### config.mk
export PLATFORM = sky130hd
export DESIGN_NAME = fprot_ctrl
export DESIGN_NICKNAME = d
export VERILOG_FILES = /design/src/rtl/fprot_pkg.sv /design/src/rtl/fprot_mode_reg.sv /design/src/rtl/fprot_stby_fsm.sv /design/src/rtl/fprot_rdmux.sv /design/src/rtl/fprot_ctrl.sv
export SDC_FILE = /design/constraint.sdc
export NUM_CORES = 1
export LEC_CHECK = 0
export BUFFER_PORTS_ARGS = -buffer_cell sky130_fd_sc_hd__clkbuf_2
export CORE_MARGIN = 2
export CORE_UTILIZATION = 37
export CTS_CLUSTER_SIZE = 10
export DETAILED_ROUTE_END_ITERATION = 10
export PLACE_DENSITY = 0.72
export SLEW_MARGIN = 10
export SYNTH_ARGS = -nofsm -noshare
export SYNTH_HDL_FRONTEND = slang
export SYNTH_SLANG_ARGS = --single-unit
### constraint.sdc
create_clock -name clk_i -period 1.7 [get_ports clk_i]
set_clock_uncertainty 0.15 [all_clocks]
set_input_delay 0.17 -clock clk_i [delete_from_list [all_inputs] [get_ports clk_i]]
set_output_delay 0.17 -clock clk_i [all_outputs]
set_load 0.02 [all_outputs]
### src/rtl/fprot_pkg.sv
package fprot_pkg;
    localparam int MODE_W = 4;
    localparam logic [MODE_W-1:0] MODE_LOCK = 4'b1100;
    localparam logic [MODE_W-1:0] MODE_OPEN = 4'b0011;

    typedef enum logic [1:0] {
        ST_ACTIVE = 2'd0,
        ST_ARMED  = 2'd1,
        ST_LOWPWR = 2'd2
    } stby_state_e;
endpackage

### src/rtl/fprot_mode_reg.sv
module fprot_mode_reg
    import fprot_pkg::*;
(
    input  logic              clk_i,
    input  logic              rst_ni,
    input  logic              wr_en_i,
    input  logic [MODE_W-1:0] wr_code_i,
    input  logic              cmd_req_i,
    output logic [MODE_W-1:0] mode_o,
    output logic              cmd_accept_o
);
    logic [MODE_W-1:0] mode_q;

    always_ff @(posedge clk_i or negedge rst_ni) begin
        if (!rst_ni) begin
            mode_q <= MODE_LOCK;
        end else if (wr_en_i) begin
            mode_q <= wr_code_i;
        end
    end

    assign mode_o       = mode_q;
    assign cmd_accept_o = cmd_req_i && (mode_q == MODE_OPEN);
endmodule

### src/rtl/fprot_stby_fsm.sv
module fprot_stby_fsm
    import fprot_pkg::*;
(
    input  logic clk_i,
    input  logic rst_ni,
    input  logic wr_en_i,
    input  logic wr_val_i,
    input  logic clr_evt_i,
    input  logic lp_mode_i,
    output logic stby_bit_o,
    output logic stby_out_o
);
    stby_state_e state_q, state_d;
    logic        arm_req;
    logic        disarm_req;

    assign arm_req    = wr_en_i && wr_val_i && !clr_evt_i;
    assign disarm_req = clr_evt_i || (wr_en_i && !wr_val_i);

    always_ff @(posedge clk_i or negedge rst_ni) begin
        if (!rst_ni) begin
            state_q <= ST_ACTIVE;
        end else begin
            state_q <= state_d;
        end
    end

    always_comb begin
        state_d = state_q;
        unique case (state_q)
            ST_ACTIVE: begin
                if (lp_mode_i)    state_d = ST_LOWPWR;
                else if (arm_req) state_d = ST_ARMED;
            end
            ST_ARMED: begin
                if (lp_mode_i)       state_d = ST_LOWPWR;
                else if (disarm_req) state_d = ST_ACTIVE;
            end
            ST_LOWPWR: begin
                if (lp_mode_i)    state_d = ST_LOWPWR;
                else if (arm_req) state_d = ST_ARMED;
                else              state_d = ST_ACTIVE;
            end
            default: state_d = ST_ACTIVE;
        endcase
    end

    always_comb begin
        stby_bit_o = 1'b0;
        stby_out_o = 1'b0;
        unique case (state_q)
            ST_ACTIVE: begin
                stby_bit_o = 1'b0;
                stby_out_o = 1'b0;
            end
            ST_ARMED: begin
                stby_bit_o = 1'b1;
                stby_out_o = 1'b1;
            end
            ST_LOWPWR: begin
                stby_bit_o = 1'b0;
                stby_out_o = 1'b1;
            end
            default: begin
                stby_bit_o = 1'b0;
                stby_out_o = 1'b0;
            end
        endcase
    end
endmodule

### src/rtl/fprot_rdmux.sv
module fprot_rdmux
    import fprot_pkg::*;
#(
    parameter int                ADDR_W    = 4,
    parameter int                DATA_W    = 8,
    parameter logic [ADDR_W-1:0] CMD_ADDR  = '0,
    parameter logic [ADDR_W-1:0] STBY_ADDR = 1
) (
    input  logic [ADDR_W-1:0] addr_i,
    input  logic [MODE_W-1:0] mode_i,
    input  logic              stby_bit_i,
    output logic [DATA_W-1:0] rdata_o
);
    localparam int PAD_W = DATA_W - MODE_W;

    logic [DATA_W-1:0] cmd_word;
    logic [DATA_W-1:0] stby_word;

    generate
        if (PAD_W > 0) begin : g_pad
            assign cmd_word  = {mode_i, {PAD_W{1'b0}}};
        end else begin : g_nopad
            assign cmd_word  = mode_i[MODE_W-1 -: DATA_W];
        end
    endgenerate

    assign stby_word = {{(DATA_W-1){1'b0}}, stby_bit_i};

    always_comb begin
        if (addr_i == CMD_ADDR)       rdata_o = cmd_word;
        else if (addr_i == STBY_ADDR) rdata_o = stby_word;
        else                          rdata_o = '0;
    end
endmodule

### src/rtl/fprot_ctrl.sv
module fprot_ctrl
    import fprot_pkg::*;
#(
    parameter int                ADDR_W    = 4,
    parameter int                DATA_W    = 8,
    parameter logic [ADDR_W-1:0] CMD_ADDR  = '0,
    parameter logic [ADDR_W-1:0] STBY_ADDR = 1
) (
    input  logic              clk_i,
    input  logic              rst_ni,
    input  logic [ADDR_W-1:0] cpu_addr_i,
    input  logic              cpu_wr_i,
    input  logic [DATA_W-1:0] cpu_wdata_i,
    output logic [DATA_W-1:0] cpu_rdata_o,
    input  logic              flash_acc_i,
    input  logic              irq_taken_i,
    input  logic              lp_mode_i,
    input  logic              cmd_req_i,
    output logic              cmd_accept_o,
    output logic              flash_stby_o
);
    localparam int MODE_LSB = DATA_W - MODE_W;

    logic              cmd_wr;
    logic              stby_wr;
    logic [MODE_W-1:0] mode;
    logic              stby_bit;

    assign cmd_wr  = cpu_wr_i && (cpu_addr_i == CMD_ADDR);
    assign stby_wr = cpu_wr_i && (cpu_addr_i == STBY_ADDR);

    fprot_mode_reg u_mode (
        .clk_i        (clk_i),
        .rst_ni       (rst_ni),
        .wr_en_i      (cmd_wr),
        .wr_code_i    (cpu_wdata_i[MODE_LSB +: MODE_W]),
        .cmd_req_i    (cmd_req_i),
        .mode_o       (mode),
        .cmd_accept_o (cmd_accept_o)
    );

    fprot_stby_fsm u_stby (
        .clk_i      (clk_i),
        .rst_ni     (rst_ni),
        .wr_en_i    (stby_wr),
        .wr_val_i   (cpu_wdata_i[0]),
        .clr_evt_i  (flash_acc_i || irq_taken_i),
        .lp_mode_i  (lp_mode_i),
        .stby_bit_o (stby_bit),
        .stby_out_o (flash_stby_o)
    );

    fprot_rdmux #(
        .ADDR_W    (ADDR_W),
        .DATA_W    (DATA_W),
        .CMD_ADDR  (CMD_ADDR),
        .STBY_ADDR (STBY_ADDR)
    ) u_rd (
        .addr_i     (cpu_addr_i),
        .mode_i     (mode),
        .stby_bit_i (stby_bit),
        .rdata_o    (cpu_rdata_o)
    );
endmodule

Word-level counts from Yosys, hierarchy flattened
Cells that the tools add are included.

operators by class
  reductions and logical operators = 14
  eq/ne operators = 6
  muxes and demuxes = 11

operators with widths
  kind                number
  $mux 2              5
  $mux 8              1
  $logic_and 1x1->1   6
  $ne 3x2->1 const B  2
  $pmux 2 s3          1
  $eq 4x1->1 const B  1
  $eq 4x2->1 const B  1
  $logic_not 4->1     1
  $mux 1              4
  $eq 2x1->1 const B  1
  $eq 2x2->1 const B  1
  $logic_not 1->1     2
  $logic_not 2->1     1
  $logic_or 1x1->1    2
  $reduce_and 2->1    1
  $reduce_or 2->1     1

word-level totals
  register bits after elaboration = 6
  word-level logic and storage cells = 33

Logic depth before layout (Yosys ltp)
  word-level depth = 7
  mapped depth = 6
  mapped depth without buffers = 6

Modules after synthesis
Synthesis repeated with hierarchy kept, for this count alone.

unflattened totals
  cell total of the unflattened synthesis = 46
  area total of the unflattened synthesis = 471.7 µm²

modules (own cells, without submodules)
  module          cells each  instances  area each (µm²)
  fprot_stby_fsm  21          1          183.9
  fprot_mode_reg  10          1          157.7
  fprot_rdmux     11          1          73.8
  fprot_ctrl      4           1          56.3

Worst setup path after synthesis
Ideal clock, no wire load.

  path kind = reg2reg
  from = register u_stby.state_q[1]
  to = register u_stby.state_q[0]
  arrival = 1.434 ns
  setup slack = -0.014 ns
  clock period less this slack = 1.714 ns
  cell stages (with the launch flop) = 7
  required time = 1.420 ns
  cell sequence = dfrtp_1 -> inv_1 -> ha_1 -> o21ba_1 -> a311o_1 -> o221ai_1 -> o31ai_1

on the way
  word-level cells in the longest chain between the ends = 3
  elaborated cells on any way between the ends = 7
  classes of those cells = 4 x eq/ne; 1 x mux; 2 x reduce/logical

ends and longest elaborated chain
  item                                           line                  text
  start, declared                                fprot_stby_fsm.sv:13  stby_state_e state_q, state_d;
  start signal, assigned                         fprot_stby_fsm.sv:24  state_q <= state_d;
  $eq 2x1->1 or $logic_not 2->1 (tied branches)  fprot_stby_fsm.sv:30  unique case (state_q)
  $ne 3x2->1 (no line)                           n/a
  $reduce_and 2->1 (no line)                     n/a

Parallel ways exist; a longest one is shown, timed or not.
A chain may end at the register's enable or synchronous reset.

Worst setup path after layout
Ends and elaborated chain as after synthesis.

==> metrics.yaml <==
sta:
  max_freq_mhz: 583
  hold_viol: 0
  slew_viol_final: 0
  fin_crit_sh_pct: 101
  rsz0062_at_grt: "yes"
  finalSetupViolCount: 1
  period_minus_slack_ns: 1.72
  fin_ws_ns: -0.0151
clock_tree:
  htree_levels: 1
  cts_root_buf: "clkbuf_4"
  postCtsSetupBuffers: 0
  clk_pin_slew_ns: 0.04
  numCtsBuffers: 3
  ctsLongestPathBuffers: 2
  clkLatencyLatePin_ns: 0.24
  clkSinkCount: 6
  cts_tree: "done"
die:
  die_y_um: 40.6
  io_pins: 29
  initial_utilization_pct: 38.7
  num_rows: 13
  die_w_um: 40.6
  core_um2: 1280
  die_area_um2: 1650
drt:
  first_pass_iters: 2
  ant_nets: 0
  via_per_inst: 4.89
  drt-total-wl_mm: 1.02
  drtIter0Drc: 5
  drc: 0
  vias: 455
  post_drt_wl_per_cell_um: 10.9
logic_synthesis:
  avgSynthCellArea_um2: 10.8
  netlist_instances: 46
  ys_seq_area_share_pct: 30.7
  synth_warnings: 0
  synth_cell_types: 24
  synth_area_um2: 497
  ys_ff_latch: 6
global_routing:
  grt_antenna_before_repair: 0
  grt_pass1_wl_mm: 1.52
  grt_use_total_pct: 14.5
  overflow: 0
  grt_pass1_vias: 396
  grt_max_degree: 7
power:
  intPower_w: 0.000565
  switchingPower_w: 0.000324
  p_sw_share_pct: 36.5
  combPwrFrac_pct: 58.3
  p_leak_nw: 0.370
  clock_power_share_pct: 15.4
  irDropWorstVdd_v: 0.000785
  pwr_density_cell_nw_per_um2: 1250
  pwr-share-seq_pct: 26.3
critical_path:
  path_class: "register to register"
  crit_chain: "inv_2, ha_2, nor2_1, a311o_1, o221ai_1, o31ai_1"
  required_ns: 1.66
  critPathSlowestCell: "dfrtp_1"
  critPathArrivalTime_ns: 1.67
  slowest_delay_ns: 0.38
  end_kind: "register"
  startpoint_type: "register"
  cp_max_fo: 3
cells_and_area:
  nets: 102
  n_fill_cell: 118
  area_growth_pct: 43.6
  post-route-util_pct: 55.5
  final_cells: 93
  drive_above_1_share_pct: 59.0
  diodes: 0
  postLayoutCellArea_um2: 713
placement:
  placed_area_um2: 658
  dp.cells: 88
  place_congestion: 0.698
  dpl.hpwl_um: 826
  portBuffers: 22
run_status:
  violations: "setup timing"
  status: "finished, violations left"
hold_path:
  hold_path_class: "input pin to register"
job:
  cap_viol_max_count: 0
[metal layers]
| layer | wire length [µm] | vias to the layer above | part of all wire, % | global-route usage (%) |
|---|---|---|---|---|
| met1 | 450 | 216 | 44 | 15.5 |
| met2 | 507 | 12 | 50 | 25.0 |
| met3 | 45 | 2 | 4.4 | 3.26 |
| met4 | 12 | 0 | 1.2 | 10.0 |
| met5 | 0 | - | 0 | 0 |
| li1 | - | 225 | - | - |
[repair_timing]
| action | in CTS | in global routing |
|---|---|---|
| pin swaps | 2 | 1 |
| hold buffers | 1 | 0 |
| hold endpoints to repair | 6 | 0 |
| gates resized for setup | 2 | 2 |
| endpoints found under the setup margin | 1 | 1 |
[final timing paths]
path / from / endpoint / slack (ns) / cells after the start
worst max-delay path: u_stby.state_q[1]$_DFFE_PN0P_ / u_stby.state_q[0]$_DFFE_PN0P_ / -0.02 / 6
worst min-delay path: cpu_wdata_i[7] / u_mode.mode_o[3]$_DFFE_PN1P_ / 0.01 / 2
min in group asynchronous: rst_ni / u_mode.mode_o[1]$_DFFE_PN0P_ / 0.14 / 2
max in group asynchronous: rst_ni / u_mode.mode_o[3]$_DFFE_PN1P_ / 1.04 / 2
worst max register to register: u_stby.state_q[1]$_DFFE_PN0P_ / u_stby.state_q[0]$_DFFE_PN0P_ / -0.02 / 6
worst min register to register: u_mode.mode_o[1]$_DFFE_PN0P_ / u_mode.mode_o[1]$_DFFE_PN0P_ / 0.39 / 1
[critical path: cells and delay by family (launching register included)]
kind,cells,cell delay [ns]
AOI/OAI and AO/OA,3,0.68
DFF,1,0.38
adders and majority gates,1,0.22
buffers and inverters,1,0.10
and+or+nand+nor,1,0.05
[area by class of cell]
cell class                      count  area, µm²  area share, %
Clock buffer                        4       26.3           3.68
Tap cell                           15       18.8           2.63
Sequential cell                     6        153           21.4
Inverter                            2       7.51           1.05
Timing Repair Buffer               29        165           23.2
Multi-Input combinational cell     37        343           48.1
[sequential cells by signal (all words and copies together) (netlist names)]
signal          cells
u_mode.mode_o       4
u_stby.state_q      2
[placed cells by master (no fill, tap or decap), drive strengths merged]
cell,netlist,layout
a311o,1,1
and2,5,5
and3,2,2
buf,3,6
clkbuf,0,26
conb,1,3
dfrtp,4,4
dfstp,2,2
dlygate4sd3,0,1
ha,4,4
inv,2,2
mux2,4,4
nand2,2,2
nand2b,1,1
nand4b,1,1
nor2,5,5
nor3,1,1
nor4,1,1
nor4b,2,2
nor4bb,1,1
o21ba,1,1
o221ai,1,1
o31ai,1,1
o41ai,1,1
[power groups by stage]
stage          sequential, W  clock [W]  combinational (W)
6_report            0.000234   0.000137           0.000518
3_3_place_gp        0.000231          0           0.000472
5_1_grt             0.000239   0.000155           0.000573
2_1_floorplan       0.000229          0           0.000304
3_5_place_dp        0.000234          0           0.000480
4_1_cts             0.000234   0.000144           0.000511
[kinds of logic (layout without fill, tap and decap cells)]
group,after synthesis,count (layout),share of synthesized area (%)
muxes,4,4,12.1
buffers and inverters,5,35,6.05
and+or+nand+nor,21,21,29.7
AOI/OAI and AO/OA,5,5,10.6
other,1,3,0.755
adders and majority gates,4,4,10.1
DFF,6,6,30.7
[cells in the mapped netlist (all sizes together)]
library cell | n | area (µm²)
o221ai | 1 | 8.76
nor2 | 5 | 18.8
ha | 4 | 50.1
o21ba | 1 | 10.0
and3 | 2 | 12.5
nand2 | 2 | 10.0
a311o | 1 | 10.0
dfstp | 2 | 52.6
buf | 3 | 22.5
nor4b | 2 | 23.8
mux2 | 4 | 60.1
conb | 1 | 3.75
nor4 | 1 | 21.3
nand4b | 1 | 8.76
o31ai | 1 | 7.51
o41ai | 1 | 16.3
and2 | 5 | 31.3
inv | 2 | 7.51
dfrtp | 4 | 100
nand2b | 1 | 6.26
nor4bb | 1 | 10.0
nor3 | 1 | 5.00
[metrics by stage]
stage	setup TNS [ns]	worst slack, ns	total power (W)	hold slack (ns)
final	-0.0151	-0.0151	0.000890	0.0102
after global routing	-0.0634	-0.0565	0.000967	0.00769
after CTS	0	0.0187	0.000889	0.00344
after detailed placement	-0.0547	-0.0547	0.000714	-0.151
after global placement	-0.0323	-0.0323	0.000703	-0.154
after floorplan	0	0.0167	0.000533	-0.276
Note: power is estimated with default switching activity, not from simulation.
